**src/rtl/lsu_lane_pkg.sv**
```systemverilog
// Shared encodings for the load-store byte-lane unit.
// Assumes a 2-bit access-size field; code 2'b11 is treated as full width.
package lsu_lane_pkg;
    typedef enum logic [1:0] {
        SZ_BYTE = 2'b00,
        SZ_HALF = 2'b01,
        SZ_WORD = 2'b10,
        SZ_WIDE = 2'b11
    } acc_size_e;
endpackage

```
**src/rtl/lane_align_chk.sv**
```systemverilog
// Alignment checker: flags halfword accesses at odd offsets and full-width
// accesses at any nonzero offset. Assumes the offset is the byte offset
// within one data word.
module lane_align_chk
    import lsu_lane_pkg::*;
#(
    parameter int DATA_W = 32,
    localparam int LANES = DATA_W / 8,
    localparam int OFF_W = $clog2(LANES)
) (
    input  acc_size_e        size,
    input  logic [OFF_W-1:0] off,
    output logic             misalign
);
    // Decide alignment from the access size and the offset.
    always_comb begin
        unique case (size)
            SZ_BYTE: misalign = 1'b0;
            SZ_HALF: misalign = off[0];
            default: misalign = (off != '0);
        endcase
    end
endmodule

```
**src/rtl/lane_store_fmt.sv**
```systemverilog
// Store formatter: copies the store value into every lane at the access
// width and computes the byte enables. Assumes little-endian lanes; the
// enables are cleared when the access is misaligned.
module lane_store_fmt
    import lsu_lane_pkg::*;
#(
    parameter int DATA_W = 32,
    localparam int LANES = DATA_W / 8,
    localparam int OFF_W = $clog2(LANES)
) (
    input  acc_size_e         size,
    input  logic [OFF_W-1:0]  off,
    input  logic              misalign,
    input  logic [DATA_W-1:0] st_value,
    output logic [LANES-1:0]  be,
    output logic [DATA_W-1:0] wdata
);
    logic [LANES-1:0] be_raw;

    for (genvar g = 0; g < LANES; g++) begin : g_lane
        logic [7:0] lane_byte;
        logic       lane_en;

        // Pick the source byte and the enable for this lane.
        always_comb begin
            unique case (size)
                SZ_BYTE: begin
                    lane_byte = st_value[7:0];
                    lane_en   = (off == OFF_W'(g));
                end
                SZ_HALF: begin
                    lane_byte = st_value[(g % 2) * 8 +: 8];
                    lane_en   = ((off >> 1) == OFF_W'(g / 2));
                end
                default: begin
                    lane_byte = st_value[g * 8 +: 8];
                    lane_en   = 1'b1;
                end
            endcase
        end

        assign wdata[g * 8 +: 8] = lane_byte;
        assign be_raw[g]         = lane_en;
    end

    // Suppress every enable on a misaligned access.
    always_comb begin
        be = misalign ? '0 : be_raw;
    end
endmodule

```
**src/rtl/lane_load_ext.sv**
```systemverilog
// Load extractor: selects the addressed byte or halfword from the read word
// and sign- or zero-extends it. Assumes little-endian lanes; returns zero
// when the access is misaligned.
module lane_load_ext
    import lsu_lane_pkg::*;
#(
    parameter int DATA_W = 32,
    localparam int LANES = DATA_W / 8,
    localparam int OFF_W = $clog2(LANES)
) (
    input  acc_size_e         size,
    input  logic              is_unsigned,
    input  logic [OFF_W-1:0]  off,
    input  logic              misalign,
    input  logic [DATA_W-1:0] rdata,
    output logic [DATA_W-1:0] result
);
    logic [7:0]  byte_sel;
    logic [15:0] half_sel;

    // Steer the addressed byte and halfword out of the read word.
    always_comb begin
        byte_sel = '0;
        half_sel = '0;
        for (int i = 0; i < LANES; i++) begin
            if (off == OFF_W'(i)) byte_sel = rdata[i * 8 +: 8];
        end
        for (int i = 0; i < LANES / 2; i++) begin
            if ((off >> 1) == OFF_W'(i)) half_sel = rdata[i * 16 +: 16];
        end
    end

    // Extend the selected field to full width, or zero it when misaligned.
    always_comb begin
        if (misalign) begin
            result = '0;
        end else begin
            unique case (size)
                SZ_BYTE: result = is_unsigned ? {{(DATA_W-8){1'b0}}, byte_sel}
                                              : {{(DATA_W-8){byte_sel[7]}}, byte_sel};
                SZ_HALF: result = is_unsigned ? {{(DATA_W-16){1'b0}}, half_sel}
                                              : {{(DATA_W-16){half_sel[15]}}, half_sel};
                default: result = rdata;
            endcase
        end
    end
endmodule

```
**src/rtl/lane_lsu.sv**
```systemverilog
// Load-store byte-lane unit: formats store data and enables, extracts load
// data, and flags misaligned accesses. All outputs are registered once.
// Assumes a 32-bit little-endian data word and a synchronous active-low reset.
module lane_lsu
    import lsu_lane_pkg::*;
#(
    parameter int DATA_W = 32,
    localparam int LANES = DATA_W / 8,
    localparam int OFF_W = $clog2(LANES)
) (
    input  logic              clk,
    input  logic              rst_n,
    input  logic [1:0]        acc_size,
    input  logic              acc_unsigned,
    input  logic [OFF_W-1:0]  addr_lo,
    input  logic [DATA_W-1:0] st_value,
    input  logic [DATA_W-1:0] mem_rdata,
    output logic [LANES-1:0]  mem_be,
    output logic [DATA_W-1:0] mem_wdata,
    output logic [DATA_W-1:0] ld_result,
    output logic              misalign
);
    acc_size_e         size_q;
    logic              mis_d;
    logic [LANES-1:0]  be_d;
    logic [DATA_W-1:0] wdata_d;
    logic [DATA_W-1:0] ld_d;
    logic              past_ok;

    assign size_q = acc_size_e'(acc_size);

    lane_align_chk #(.DATA_W(DATA_W)) u_align (
        .size     (size_q),
        .off      (addr_lo),
        .misalign (mis_d)
    );

    lane_store_fmt #(.DATA_W(DATA_W)) u_store (
        .size     (size_q),
        .off      (addr_lo),
        .misalign (mis_d),
        .st_value (st_value),
        .be       (be_d),
        .wdata    (wdata_d)
    );

    lane_load_ext #(.DATA_W(DATA_W)) u_load (
        .size        (size_q),
        .is_unsigned (acc_unsigned),
        .off         (addr_lo),
        .misalign    (mis_d),
        .rdata       (mem_rdata),
        .result      (ld_d)
    );

    // Register every output; clear them all on reset.
    always_ff @(posedge clk) begin
        if (!rst_n) begin
            mem_be    <= '0;
            mem_wdata <= '0;
            ld_result <= '0;
            misalign  <= 1'b0;
        end else begin
            mem_be    <= be_d;
            mem_wdata <= wdata_d;
            ld_result <= ld_d;
            misalign  <= mis_d;
        end
    end

    // Mark when the previous cycle's inputs were captured out of reset.
    always_ff @(posedge clk) begin
        if (!rst_n) past_ok <= 1'b0;
        else        past_ok <= 1'b1;
    end

    a_r10_no_be_when_misaligned: assert property (@(posedge clk) disable iff (!rst_n)
        misalign |-> (mem_be == '0 && ld_result == '0));

    a_r7_byte_single_lane: assert property (@(posedge clk) disable iff (!rst_n)
        (past_ok && $past(acc_size) == SZ_BYTE) |-> ($onehot(mem_be) && !misalign));

    a_r8_half_two_lanes: assert property (@(posedge clk) disable iff (!rst_n)
        (past_ok && $past(acc_size) == SZ_HALF && !misalign) |-> ($countones(mem_be) == 2));

    a_r4_unsigned_byte_upper_zero: assert property (@(posedge clk) disable iff (!rst_n)
        (past_ok && $past(acc_size) == SZ_BYTE && $past(acc_unsigned))
            |-> (ld_result[DATA_W-1:8] == '0));

    a_r9_word_store_passthrough: assert property (@(posedge clk) disable iff (!rst_n)
        (past_ok && $past(acc_size) == SZ_WORD && !misalign)
            |-> (mem_wdata == $past(st_value) && mem_be == '1));
endmodule

```
**config.mk**
```make
export PLATFORM = sky130hd
export DESIGN_NAME = lane_lsu
export DESIGN_NICKNAME = d
export VERILOG_FILES = /design/src/rtl/lsu_lane_pkg.sv /design/src/rtl/lane_align_chk.sv /design/src/rtl/lane_store_fmt.sv /design/src/rtl/lane_load_ext.sv /design/src/rtl/lane_lsu.sv
export SDC_FILE = /design/constraint.sdc
export NUM_CORES = 1
export LEC_CHECK = 0
export BUFFER_PORTS_ARGS = -buffer_cell sky130_fd_sc_hd__buf_2
export CORE_MARGIN = 3
export CORE_UTILIZATION = 42
export DETAILED_ROUTE_END_ITERATION = 7
export PLACE_DENSITY = 0.76
export SYNTH_ARGS = -nofsm -noshare
export SYNTH_HDL_FRONTEND = slang
export SYNTH_HIERARCHICAL = 1
export SYNTH_SLANG_ARGS = --single-unit
```
**constraint.sdc**
```tcl
create_clock -name clk -period 1.6 [get_ports clk]
set_input_delay 0.08 -clock clk [delete_from_list [all_inputs] [get_ports clk]]
set_output_delay 0.08 -clock clk [all_outputs]
set_load 0.05 [all_outputs]
```
**Word level (Yosys, flattened, before mapping)**

Cells that the tools add are included.

- Reduce and logical (&&, ||, !) cells: 6
- Mux-type cells: 17
- Bitwise operators: 1
- Eq/ne operators: 4

Operators with widths:

| kind | count |
|---|---|
| $mux 32 | 2 |
| $pmux 32 s2 | 1 |
| $mux 8 | 6 |
| $mux 16 | 2 |
| $pmux 8 s2 | 1 |
| $pmux 1 s2 | 5 |
| $logic_not 2->1 | 3 |
| $eq 2x1->1 const B | 2 |
| $eq 2x2->1 const B | 2 |
| $reduce_or 2->1 | 2 |
| $reduce_bool 2->1 | 1 |
| $not 1->1 | 1 |

- Bits of input ports: 71
- Logic and storage cells: 32
- Output and inout bits: 69
- Bits in registers: 69

**Longest topological paths before layout**

Gate-level depths: netlist of the first run.

- Word-level depth: 7
- Depth in mapped cells: 8
- Depth with buffers taken out: 6

**By module**

The synthesis of the first run kept the hierarchy.

By module, submodules not included:

| module | times used | cells an instance | area each (um^2) | seq. area each (um^2) |
|---|---|---|---|---|
| lane_lsu | 1 | 145 | 1,880.6 | 1,381.3 |
| lane_load_ext | 1 | 120 | 678.2 | 0.0 |
| lane_store_fmt | 1 | 64 | 500.5 | 0.0 |
| lane_align_chk | 1 | 3 | 12.5 | 0.0 |

**Worst setup path before layout of the first run**

OpenSTA, ideal clock, no wires.

- Path type: input-to-reg
- Start point: input port acc_size[1]
- End point: register ld_result[10]
- Library setup time: 0.115 ns
- Arrival: 1.384 ns
- Data required time: 1.485 ns
- Cell stages on the path: 7
- Path slack: 0.101 ns
- Path buffers: 1
- Cell sequence: a21oi_1 > nor2_1 > clkbuf_1 > nor2_1 > a21oi_1 > a221oi_1 > and2_1

- Cells in the longest elaborated chain, start to end: 3
- Elaborated cells on any way between the ends: 5
- Classes of those cells: eq/ne (1); mux (2); reduce/logical (2)

Ends and longest elaborated chain:

| item | line | text |
|---|---|---|
| start: declaration | lane_lsu.sv:13 | `input logic [1:0] acc_size,` |
| $eq 2x1->1 / $logic_not 2->1 (equally long branches) | lane_align_chk.sv:17 | `unique case (size)` |
| $pmux 1 s2 * | lane_align_chk.sv:17 |  |
| net mis_d | lane_lsu.sv:24 | `logic mis_d;` |
| $reduce_or 2->1 (no source line) * | -- |  |
| end signal: assignment | lane_lsu.sv:66 | `ld_result <= ld_d;` |
| end: declaration | lane_lsu.sv:20 | `output logic [DATA_W-1:0] ld_result,` |

Mark *: on every way through the listed nets, which the timed path passes. The rest lies on a longest branch.
A chain may end at the register's enable or synchronous reset.

**Worst setup path in the final report of the first run**

- Start point: input port addr_lo[1]
- End point: register ld_result[12]

- Elaborated cells on any way between the ends: 17
- Classes of those cells: eq/ne (3); mux (10); reduce/logical (4)

RTL lines:

| item | line | text |
|---|---|---|
| start: declaration | lane_lsu.sv:15 | `input logic [OFF_W-1:0] addr_lo,` |
| $reduce_bool 2->1 | lane_align_chk.sv:20 | `default: misalign = (off != '0);` |
| $pmux 1 s2 | lane_align_chk.sv:17 |  |
| net mis_d | lane_lsu.sv:24 |  |
| $reduce_or 2->1 (no source line) | -- |  |

The timed path passes the listed nets, and every way through them passes these cells.

==> impl_metrics.yaml, run 1 <==
status:
  outcome: "finished, violations left"
  violated_checks: "design-rule violations"
sta:
  fmaxAchievable_ghz: 0.726
  final.hold.worst_slack_ns: 0.0672
  fin_crit_ns: 1.38
  unrepaired_setup_endpoints_after_global_routing: "no"
  finalMaxSlewViolations: 0
  max_slew_margin_pct: 52.7
  hold_viol_final: 0
  period_share_pct: 86.1
  finalSetupViolations: 0
  tns_ns: 0
  worst_pin_slew_ns: 0.709
pwr:
  clockPowerShare_pct: 37.0
  switch_pwr_w: 0.00137
  p_seq_share_pct: 40.4
  power.internal_w: 0.00320
  power-per-cell-area_nw_per_um2: 1120
  max-vdd-ir-drop_uv: 473
  p_leak_nw: 2.12
  p_sw_share_pct: 30.1
  comb_power_share_pct: 22.5
cts:
  htreeDepth: 3
  cts-root-to-sink-buffers: 2
  clk_root_buffer_cell: "sky130_fd_sc_hd__clkbuf_8"
  cts.hold.buffers_added: 8
  sinks_on_the_clock_net: 69
  tritoncts: "built"
  cts_made_buffers: 9
  cts.clk_slew.worst_paths_ns: 0.08
  cts.repair.resized: 0
  post_cts_buffers: 0
setup_path:
  setup.worst_path.end_class: "flop"
  critical_path.slowest_cell: "sky130_fd_sc_hd__a21oi_1"
  timing.critical_path.from_type: "input pin"
  critPathMaxStageDelay_ns: 0.57
  crit_type: "in -> reg"
  arrival_ns: 1.61
  timing.critical_path.fanout_max: 8
  path_cells: "buf_2 > a21oi_1 > nor2_1 > nor2_1 > a21oi_1 > a221oi_1 > and2_1"
  worst-endpoint-required_ns: 1.84
floorplanning:
  fp-row-count: 30
  dieArea_um2: 8380
  floorplan.die.height_um: 91.5
  core_region_area_um2: 6940
  floorplan.io_pins: 140
  die-width_um: 91.5
  floorplan.initialDensity_pct: 44.2
drt:
  route.vias.total: 2803
  wire_length_per_cell_um: 14.7
  ant_nets: 0
  starting_drc_count_in_detailed_routing: 271
  wl_um: 8440
  drt_pre_antenna_iters: 8
  avgViaCountPerCell: 4.90
  remaining_drc_errors: 5
global_routing:
  grt_util_all_layers_pct: 19.6
  grt_antenna_before_repair: 0
  grt_start_max_net_pins: 29
  grt.overflow.total: 0
  global_route_wire_length_before_repair_um: 13000
  grt_pass1_vias: 2654
worst_hold_path:
  timing.hold.worst.class: "in -> reg"
place:
  dp_hpwl_um: 6210
  portBuffers: 139
  finalWeightedCongestion: 0.871
  dpl-instance-area_um2: 3770
  numPlacedInstances: 548
yosys:
  synth-seq-area-share_pct: 45.0
  syn_avg_cell_area_um2: 9.25
  post_synth_inst_count: 332
  synthesis.yosys.warnings: 6
  netlist_area_um2: 3070
  synth.distinct_cells: 30
  mappedNetlistNets: 403
  async_flop_share_pct: 0
  ffs_latches_synth: 69
  count_of_flip_flops_with_a_built_in_enable_after_synthesis: 0
  synthFlopType: "sky130_fd_sc_hd__dfxtp_1"
final_layout:
  number_of_nets_at_the_end_of_the_flow: 542
  antenna-diode-count: 0
  layout.core_utilization_pct: 59.0
  layout_commonest_cell: "sky130_fd_sc_hd__buf_2"
  num-fill-cells: 633
  syn_to_layout_area_delta_pct: 33.3
  drive_above_1_share_pct: 42.0
  final_cell_mix: "sky130_fd_sc_hd__buf_2 (139), sky130_fd_sc_hd__dfxtp_1 (69), sky130_fd_sc_hd__and2_1 (54)"
  stdcell_area_um2: 4090
  layoutNonFillerInstCount: 572
flow_run:
  max_cap_viol_count: 0
worst max-delay path, delay by kind of cell:
family	cells	cell delay, ns
buf+inv	1	0.18
simple gates	3	0.57
compound gates	3	0.79
Yosys cell counts (5+ instances only):
| cell | count | share of area, % |
|---|---|---|
| sky130_fd_sc_hd__buf_2 | 5 | 0.81 |
| sky130_fd_sc_hd__clkbuf_2 | 5 | 0.81 |
| sky130_fd_sc_hd__nor2_1 | 16 | 2.0 |
| sky130_fd_sc_hd__dfxtp_1 | 69 | 45 |
| sky130_fd_sc_hd__buf_6 | 7 | 2.6 |
| sky130_fd_sc_hd__and2_1 | 54 | 11 |
| sky130_fd_sc_hd__mux2i_1 | 15 | 4.9 |
| sky130_fd_sc_hd__inv_1 | 11 | 1.3 |
| sky130_fd_sc_hd__a222oi_1 | 7 | 2.3 |
| sky130_fd_sc_hd__o22ai_1 | 8 | 1.6 |
| sky130_fd_sc_hd__buf_4 | 8 | 2.0 |
| sky130_fd_sc_hd__mux2_2 | 16 | 5.9 |
| sky130_fd_sc_hd__o21ai_1 | 8 | 1.3 |
| sky130_fd_sc_hd__and2_2 | 16 | 3.9 |
| sky130_fd_sc_hd__a221oi_1 | 8 | 2.3 |
| sky130_fd_sc_hd__nand2_1 | 48 | 5.9 |
| sky130_fd_sc_hd__a21oi_1 | 6 | 0.98 |
| sky130_fd_sc_hd__o21ai_0 | 9 | 1.5 |
stage by stage:
step	setup slack (ns)	power (W)
floorplan	0.101	0.00261
global placement	0.0521	0.00288
detailed placement	-0.0236	0.00290
CTS	0.305	0.00461
global route	0.0919	0.00476
finish	0.222	0.00457
final cells by class:
| cell class | instances | area (um^2) | area share, % |
|---|---|---|---|
| Multi-Input combinational cell | 222 | 1440 | 35.2 |
| Sequential cell | 69 | 1380 | 33.7 |
| Inverter | 11 | 41.3 | 1.01 |
| Tap cell | 96 | 120 | 2.93 |
| Clock inverter | 6 | 111 | 2.72 |
| Timing Repair Buffer | 158 | 871 | 21.3 |
| Clock buffer | 10 | 128 | 3.12 |
layer usage:
metal  vias up  share of wire, %  global-route usage, %
met5         -                 0                      0
met4         0               1.7                   9.05
met3        15               6.8                   3.31
met2       119                51                   33.3
met1      1296                41                   24.0
li1       1373                 -                      -
cells by family after synthesis:
kind of cell	count (synthesis)	share of synthesized area, %
buf+inv	41	8.11
flops	69	45.0
simple gates	142	25.0
mux	31	10.8
compound gates	49	11.2
state kept, by name, indices dropped and copies added, names as in the netlist:
register,flops
misalign,1
ld_result,32
mem_be,4
mem_wdata,32
power groups by stage:
stage | combinational (W) | sequential (W) | clock, W
2_1_floorplan | 0.000349 | 0.00226 | 0
3_5_place_dp | 0.00101 | 0.00189 | 0
5_1_grt | 0.00110 | 0.00186 | 0.00181
4_1_cts | 0.00103 | 0.00185 | 0.00173
3_3_place_gp | 0.000994 | 0.00189 | 0
6_report | 0.00103 | 0.00185 | 0.00169
path summary, 6_finish.rpt:
path / endpoint / from / depth (start not counted) / slack [ns]
max: ld_result[12] / addr_lo[1] / 7 / 0.22
min: mem_wdata[16] / st_value[16] / 3 / 0.07
Power figures use the tool's default switching activity.
==> run 2, diff against run 1 <==
Settings changed: BUFFER_PORTS_ARGS -buffer_cell sky130_fd_sc_hd__buf_2 to not set, CAP_MARGIN set to 20, CORE_UTILIZATION 42 to 55, DONT_BUFFER_PORTS set to 1, PLACE_DENSITY 0.76 to 0.7.
Clock period 1.6 ns to 1.32 ns, I/O delays scaled along.
==> run 2 against run 1 <==
The run ends with negative hold slack left. Worst setup slack worse by 0.069 ns. Via count down 11%. Clock power up 28%. Wire length down 1.6%. Critical path depth down 4. Die area down 22%. Global-route usage up 6.8 points. Total power up 20%. Combinational power down 40%. Sequential share of layout area up 1.9 points. Largest cell class unchanged. Largest power group unchanged.
==> impl_metrics.yaml, run 2 (synthesis gave the netlist of run 1 again) <==
status:
  outcome: "finished, violations left"
  violated_checks: "negative hold slack"
pwr:
  power-per-cell-area_nw_per_um2: 1420
  max-vdd-ir-drop_uv: 687
  clockPowerShare_pct: 39.2
  power.internal_w: 0.00393
  p_seq_share_pct: 49.5
  comb_power_share_pct: 11.3
  switch_pwr_w: 0.00156
  p_sw_share_pct: 28.5
  p_leak_nw: 1.70
sta:
  timing.final.ws_setup_ns: 0.153
  max_slew_margin_pct: 63.5
  final.hold.worst_slack_ns: -0.0219
  tns_ns: 0
  fin_crit_ns: 1.17
  unrepaired_setup_endpoints_after_global_routing: "no"
  hold_viol_final: 1
  fmaxAchievable_ghz: 0.857
  period_share_pct: 88.4
  finalMaxSlewViolations: 0
  worst_pin_slew_ns: 0.546
  finalSetupViolations: 0
floorplanning:
  fp-row-count: 26
  floorplan.io_pins: 140
  dieArea_um2: 6520
  core_region_area_um2: 5240
  floorplan.die.height_um: 80.7
  floorplan.initialDensity_pct: 58.6
  die-width_um: 80.7
cts:
  cts.clk_slew.worst_paths_ns: 0.08
  sinks_on_the_clock_net: 69
  cts_made_buffers: 9
  tritoncts: "built"
  clk_root_buffer_cell: "sky130_fd_sc_hd__clkbuf_8"
  post_cts_buffers: 0
  htreeDepth: 3
  cts-root-to-sink-buffers: 2
  cts.repair.resized: 0
global_routing:
  grt_start_max_net_pins: 68
  grt_util_met3_pct: 8.31
  global_route_wire_length_before_repair_um: 13000
  grtUsageMet2_pct: 43.8
  grt.overflow.total: 0
  grt_util_all_layers_pct: 26.4
  grt_antenna_before_repair: 0
  grt-busiest-layer: "met2"
  grt_pass1_vias: 2532
  grt_use_met1_pct: 31.8
drt:
  remaining_drc_errors: 0
  wire_length_per_cell_um: 18.4
  ant_nets: 0
  wl_um: 8300
  avgViaCountPerCell: 5.49
  starting_drc_count_in_detailed_routing: 166
  drt_pre_antenna_iters: 5
  route.vias.total: 2481
place:
  portBuffers: 0
  dp_hpwl_um: 4990
  finalWeightedCongestion: 0.867
  place_ws_ns: 0.0730
final_layout:
  number_of_nets_at_the_end_of_the_flow: 448
  final_cell_mix: "sky130_fd_sc_hd__dfxtp_1 (69), sky130_fd_sc_hd__dlygate4sd3_1 (56), sky130_fd_sc_hd__and2_1 (54)"
  antenna-diode-count: 0
  layout_commonest_cell: "sky130_fd_sc_hd__dfxtp_1"
  drive_above_1_share_pct: 15.7
  syn_to_layout_area_delta_pct: 26.0
  layout.core_utilization_pct: 73.9
  largest_registers: "ld_result x32, mem_wdata x32, mem_be x4"
setup_path:
  setup.worst_path.end_class: "flop"
  timing.critical_path.fanout_max: 4
  crit_type: "in -> reg"
  arrival_ns: 1.40
  timing.critical_path.from_type: "input pin"
  worst-endpoint-required_ns: 1.55
worst_hold_path:
  timing.hold.worst.class: "in -> reg"
  worstHoldPathCells: 2
flow_run:
  max_cap_viol_count: 0
run 2: layer usage:
| layer | vias up | routed length [um] | share of wire, % |
|---|---|---|---|
| met1 | 1143 | 3330 | 40 |
| li1 | 1188 | - | - |
| met2 | 130 | 4090 | 49 |
| met3 | 20 | 670 | 8.1 |
| met5 | - | 0 | 0 |
| met4 | 0 | 208 | 2.5 |
run 2: area by class of cell:
| type | count | area, um^2 |
|---|---|---|
| Inverter | 11 | 41.3 |
| Clock buffer | 11 | 151 |
| Clock inverter | 5 | 106 |
| Timing Repair Buffer | 64 | 658 |
| Fill cell | 367 | 1370 |
| Tap cell | 70 | 87.6 |
| Sequential cell | 69 | 1380 |
| Multi-Input combinational cell | 222 | 1450 |
run 2: metrics by stage:
stage / total power, W / cells / area [um^2]
after global routing: 0.00572 / 452 / 3870
after global placement: 0.00317 / 378 / 3010
final: 0.00549 / 452 / 3870
after detailed placement: 0.00318 / 378 / 3010
after CTS: 0.00552 / 453 / 3880
after floorplan: 0.00317 / 332 / 3080
run 2: power groups by stage:
stage	registers [W]	clock network, W	logic, W
floorplan	0.00274	0	0.000426
global route	0.00273	0.00231	0.000684
global placement	0.00277	0	0.000399
detailed placement	0.00277	0	0.000409
finish	0.00272	0.00216	0.000619
CTS	0.00272	0.00220	0.000608
run 2: what timing repair did:
action / in CTS / in global routing
endpoints found under the setup margin: 0 / 1
hold buffers: 59 / 0
endpoints found under the hold margin: 69 / 0
run 2: path summary, 6_finish.rpt:
check | from | slack (ns) | to
min | st_value[7] | -0.02 | mem_wdata[15]
max | st_value[5] | 0.15 | mem_wdata[5]
run 2: worst max-delay path, stage by stage:
cell and delay (ns):
sky130_fd_sc_hd__dlygate4sd3_1 0.60, sky130_fd_sc_hd__and2_1 0.19, sky130_fd_sc_hd__dlygate4sd3_1 0.55
==> run 3, diff against run 2 <==
Settings changed: CORE_MARGIN 3 to 2, GPL_ROUTABILITY_DRIVEN set to 0, SYNTH_HIERARCHICAL 1 to not set.
==> run 3 against run 2 <==
The run now ends clean. Combinational power increased by 2%. Non-clock buffer count increased by 31. Cell area increased by 1.9%. Critical path depth increased by 1. Critical path type unchanged. Total power decreased by 5.5%. Critical endpoint is now ld_result[7]. Final cell count decreased by 2.9%. Largest power group unchanged. Global-route usage increased by 3.3 points. Highest routed layer unchanged. Synthesized cell count decreased by 16%. Core utilization increased by 4.3 points. Sequential power decreased by 3%.
==> impl_metrics.yaml, run 3 <==
status:
  outcome: "complete, no violations"
drt:
  avgViaCountPerCell: 5.57
  route.vias.total: 2445
  wl_um: 8560
  remaining_drc_errors: 0
  starting_drc_count_in_detailed_routing: 305
  wire_length_per_cell_um: 19.5
  ant_nets: 0
  drt_pre_antenna_iters: 7
pwr:
  p_leak_nw: 1.67
  p_seq_share_pct: 50.9
  comb_power_share_pct: 12.1
  power.internal_w: 0.00368
  max-vdd-ir-drop_uv: 737
  p_sw_share_pct: 29.0
  clockPowerShare_pct: 36.9
  power-per-cell-area_nw_per_um2: 1320
  switch_pwr_w: 0.00151
yosys:
  post_synth_inst_count: 278
  synth.cells.most_frequent: "sky130_fd_sc_hd__dfxtp_1 (69), sky130_fd_sc_hd__nand2_1 (44), sky130_fd_sc_hd__nor2_1 (35)"
  synth-seq-area-share_pct: 48.9
  synthesis.yosys.warnings: 0
  synthTopCellsByArea: "sky130_fd_sc_hd__dfxtp_1 (49%), sky130_fd_sc_hd__mux2i_1 (6.4%), sky130_fd_sc_hd__nand2_1 (5.8%), sky130_fd_sc_hd__nor2_1 (4.7%), sky130_fd_sc_hd__mux4_2 (4.0%)"
  synth_top_area_cell: "sky130_fd_sc_hd__dfxtp_1"
  post-synth-top-count-cell: "sky130_fd_sc_hd__dfxtp_1"
  synthFlopType: "sky130_fd_sc_hd__dfxtp_1"
  synth.distinct_cells: 43
  mappedNetlistNets: 349
  count_of_flip_flops_with_a_built_in_enable_after_synthesis: 0
  synth_top_cell_area_share_pct: 48.9
  async_flop_share_pct: 0
  netlist_area_um2: 2830
  ffs_latches_synth: 69
  syn_avg_cell_area_um2: 10.2
setup_path:
  path_cells: "dlygate4sd3_1 > a221oi_1 > dlygate4sd3_1 > nor2_1"
  critical-path-top-cell-by-count: "sky130_fd_sc_hd__dlygate4sd3_1"
  arrival_ns: 1.52
  timing.critical_path.fanout_max: 2
  worst-endpoint-required_ns: 1.56
  timing.critical_path.from_type: "input pin"
  critical_path.slowest_cell: "sky130_fd_sc_hd__dlygate4sd3_1"
  critPathMaxStageDelay_ns: 0.59
  crit_type: "in -> reg"
  setup.worst_path.end_class: "flop"
floorplanning:
  dieArea_um2: 5730
  fp-row-count: 26
  floorplan.initialDensity_pct: 56.0
  die-width_um: 75.7
  floorplan.die.height_um: 75.7
  floorplan.io_pins: 140
  core_region_area_um2: 5040
sta:
  hold_viol_final: 0
  fin_crit_ns: 1.29
  fmaxAchievable_ghz: 0.777
  worst_pin_slew_ns: 0.876
  max_slew_margin_pct: 41.4
  finalMaxSlewViolations: 0
  finalSetupViolations: 0
  unrepaired_setup_endpoints_after_global_routing: "no"
  period_share_pct: 97.5
final_layout:
  num-fill-cells: 342
  antenna-diode-count: 0
  stdcell_area_um2: 3940
  layout_commonest_cell: "sky130_fd_sc_hd__dlygate4sd3_1"
  largest_registers: "ld_result x32, mem_wdata x32, mem_be x4"
  final_cell_mix: "sky130_fd_sc_hd__dlygate4sd3_1 (83), sky130_fd_sc_hd__dfxtp_1 (69), sky130_fd_sc_hd__nand2_1 (44)"
  drive_above_1_share_pct: 13.8
  layout.core_utilization_pct: 78.2
  number_of_nets_at_the_end_of_the_flow: 435
  syn_to_layout_area_delta_pct: 39.6
worst_hold_path:
  timing.hold.worst.class: "in -> reg"
cts:
  cts-root-to-sink-buffers: 2
  htreeDepth: 3
  cts.clk_slew.worst_paths_ns: 0.08
  clk_root_buffer_cell: "sky130_fd_sc_hd__clkbuf_8"
  sinks_on_the_clock_net: 69
  tritoncts: "built"
  cts_made_buffers: 9
place:
  portBuffers: 0
  dpl-instance-area_um2: 2850
  dp_hpwl_um: 4680
global_routing:
  grt_use_met1_pct: 38.9
  grt-busiest-layer: "met2"
  grt.overflow.total: 0
  grtUsageMet2_pct: 46.2
  grt_util_all_layers_pct: 29.7
  grt_start_max_net_pins: 36
  global_route_wire_length_before_repair_um: 12300
  grt_pass1_vias: 2390
  grt_util_met3_pct: 9.13
  grt_antenna_before_repair: 0
flow_run:
  max_cap_viol_count: 0
run 3: cell count changes in the layout (fill, tap and decap cells not counted), sizes merged, moves of 7 or more:
cell	delta
a21oi	+12
a221oi	-7
a22oi	+7
and2	-60
dlygate4sd3	+27
inv	-10
mux2	-16
nor2	+19
o21ai	-10
run 3: power groups by stage:
| stage | registers [W] | logic, W | clock network [W] |
|---|---|---|---|
| floorplan | 0.00267 | 0.000347 | 0 |
| global placement | 0.00269 | 0.000342 | 0 |
| detailed placement | 0.00269 | 0.000348 | 0 |
| CTS | 0.00265 | 0.000601 | 0.00194 |
| global route | 0.00266 | 0.000673 | 0.00201 |
| finish | 0.00265 | 0.000629 | 0.00192 |
run 3: area by class of cell:
type                            instances  area [um^2]  area share [%]
Clock buffer                           10          138            3.49
Clock inverter                          6         86.3            2.19
Inverter                                2         7.51           0.190
Multi-Input combinational cell        187         1310            33.2
Sequential cell                        69         1380            35.0
Tap cell                               70         87.6            2.22
Timing Repair Buffer                   95          936            23.7
run 3: cell families after synthesis:
group | after synthesis | share of synthesized area [%]
muxes | 26 | 12.6
xor gates and xnor gates | 1 | 0.310
and+or+nand+nor | 111 | 19.9
AOI/OAI and AO/OA | 49 | 13.2
DFF | 69 | 48.9
buffers and inverters | 22 | 5.05
run 3: through the flow:
stage | power [W] | cells | TNS (ns) | setup slack, ns | hold WS [ns]
finish | 0.00519 | 439 | 0 | 0.0324 | 0.0196
global route | 0.00534 | 439 | 0 | 0.0208 | 0.0286
CTS | 0.00519 | 439 | 0 | 0.0232 | 0.00575
detailed placement | 0.00304 | 337 | -1.37 | -0.174 | 0.152
global placement | 0.00303 | 337 | -0.368 | -0.0733 | 0.149
floorplan | 0.00302 | 278 | 0 | 0.140 | 0.165
run 3: repair_timing:
item                                    4_1_cts  5_1_grt
setup buffers                                 0        0
endpoints found under the setup margin        0       17
hold endpoints to repair                     69        0
hold buffers                                 86        0
resized for setup                             0        4
run 3: metal layers:
layer	up-vias	wire length, um
met2	152	4100
met1	1147	3450
li1	1126	-
met5	-	0
met3	20	821
met4	0	185
run 3: final timing paths:
check / slack, ns / endpoint / start / cells after the start
setup / recovery: 0.03 / ld_result[7] / mem_rdata[23] / 4
hold / removal: 0.02 / ld_result[15] / acc_size[1] / 2
run 3: critical path, delay by kind of cell:
family                 cells  cell delay [ns]
AOI/OAI and AO/OA          1             0.26
buffers and inverters      2             1.16
and+or+nand+nor            1             0.04
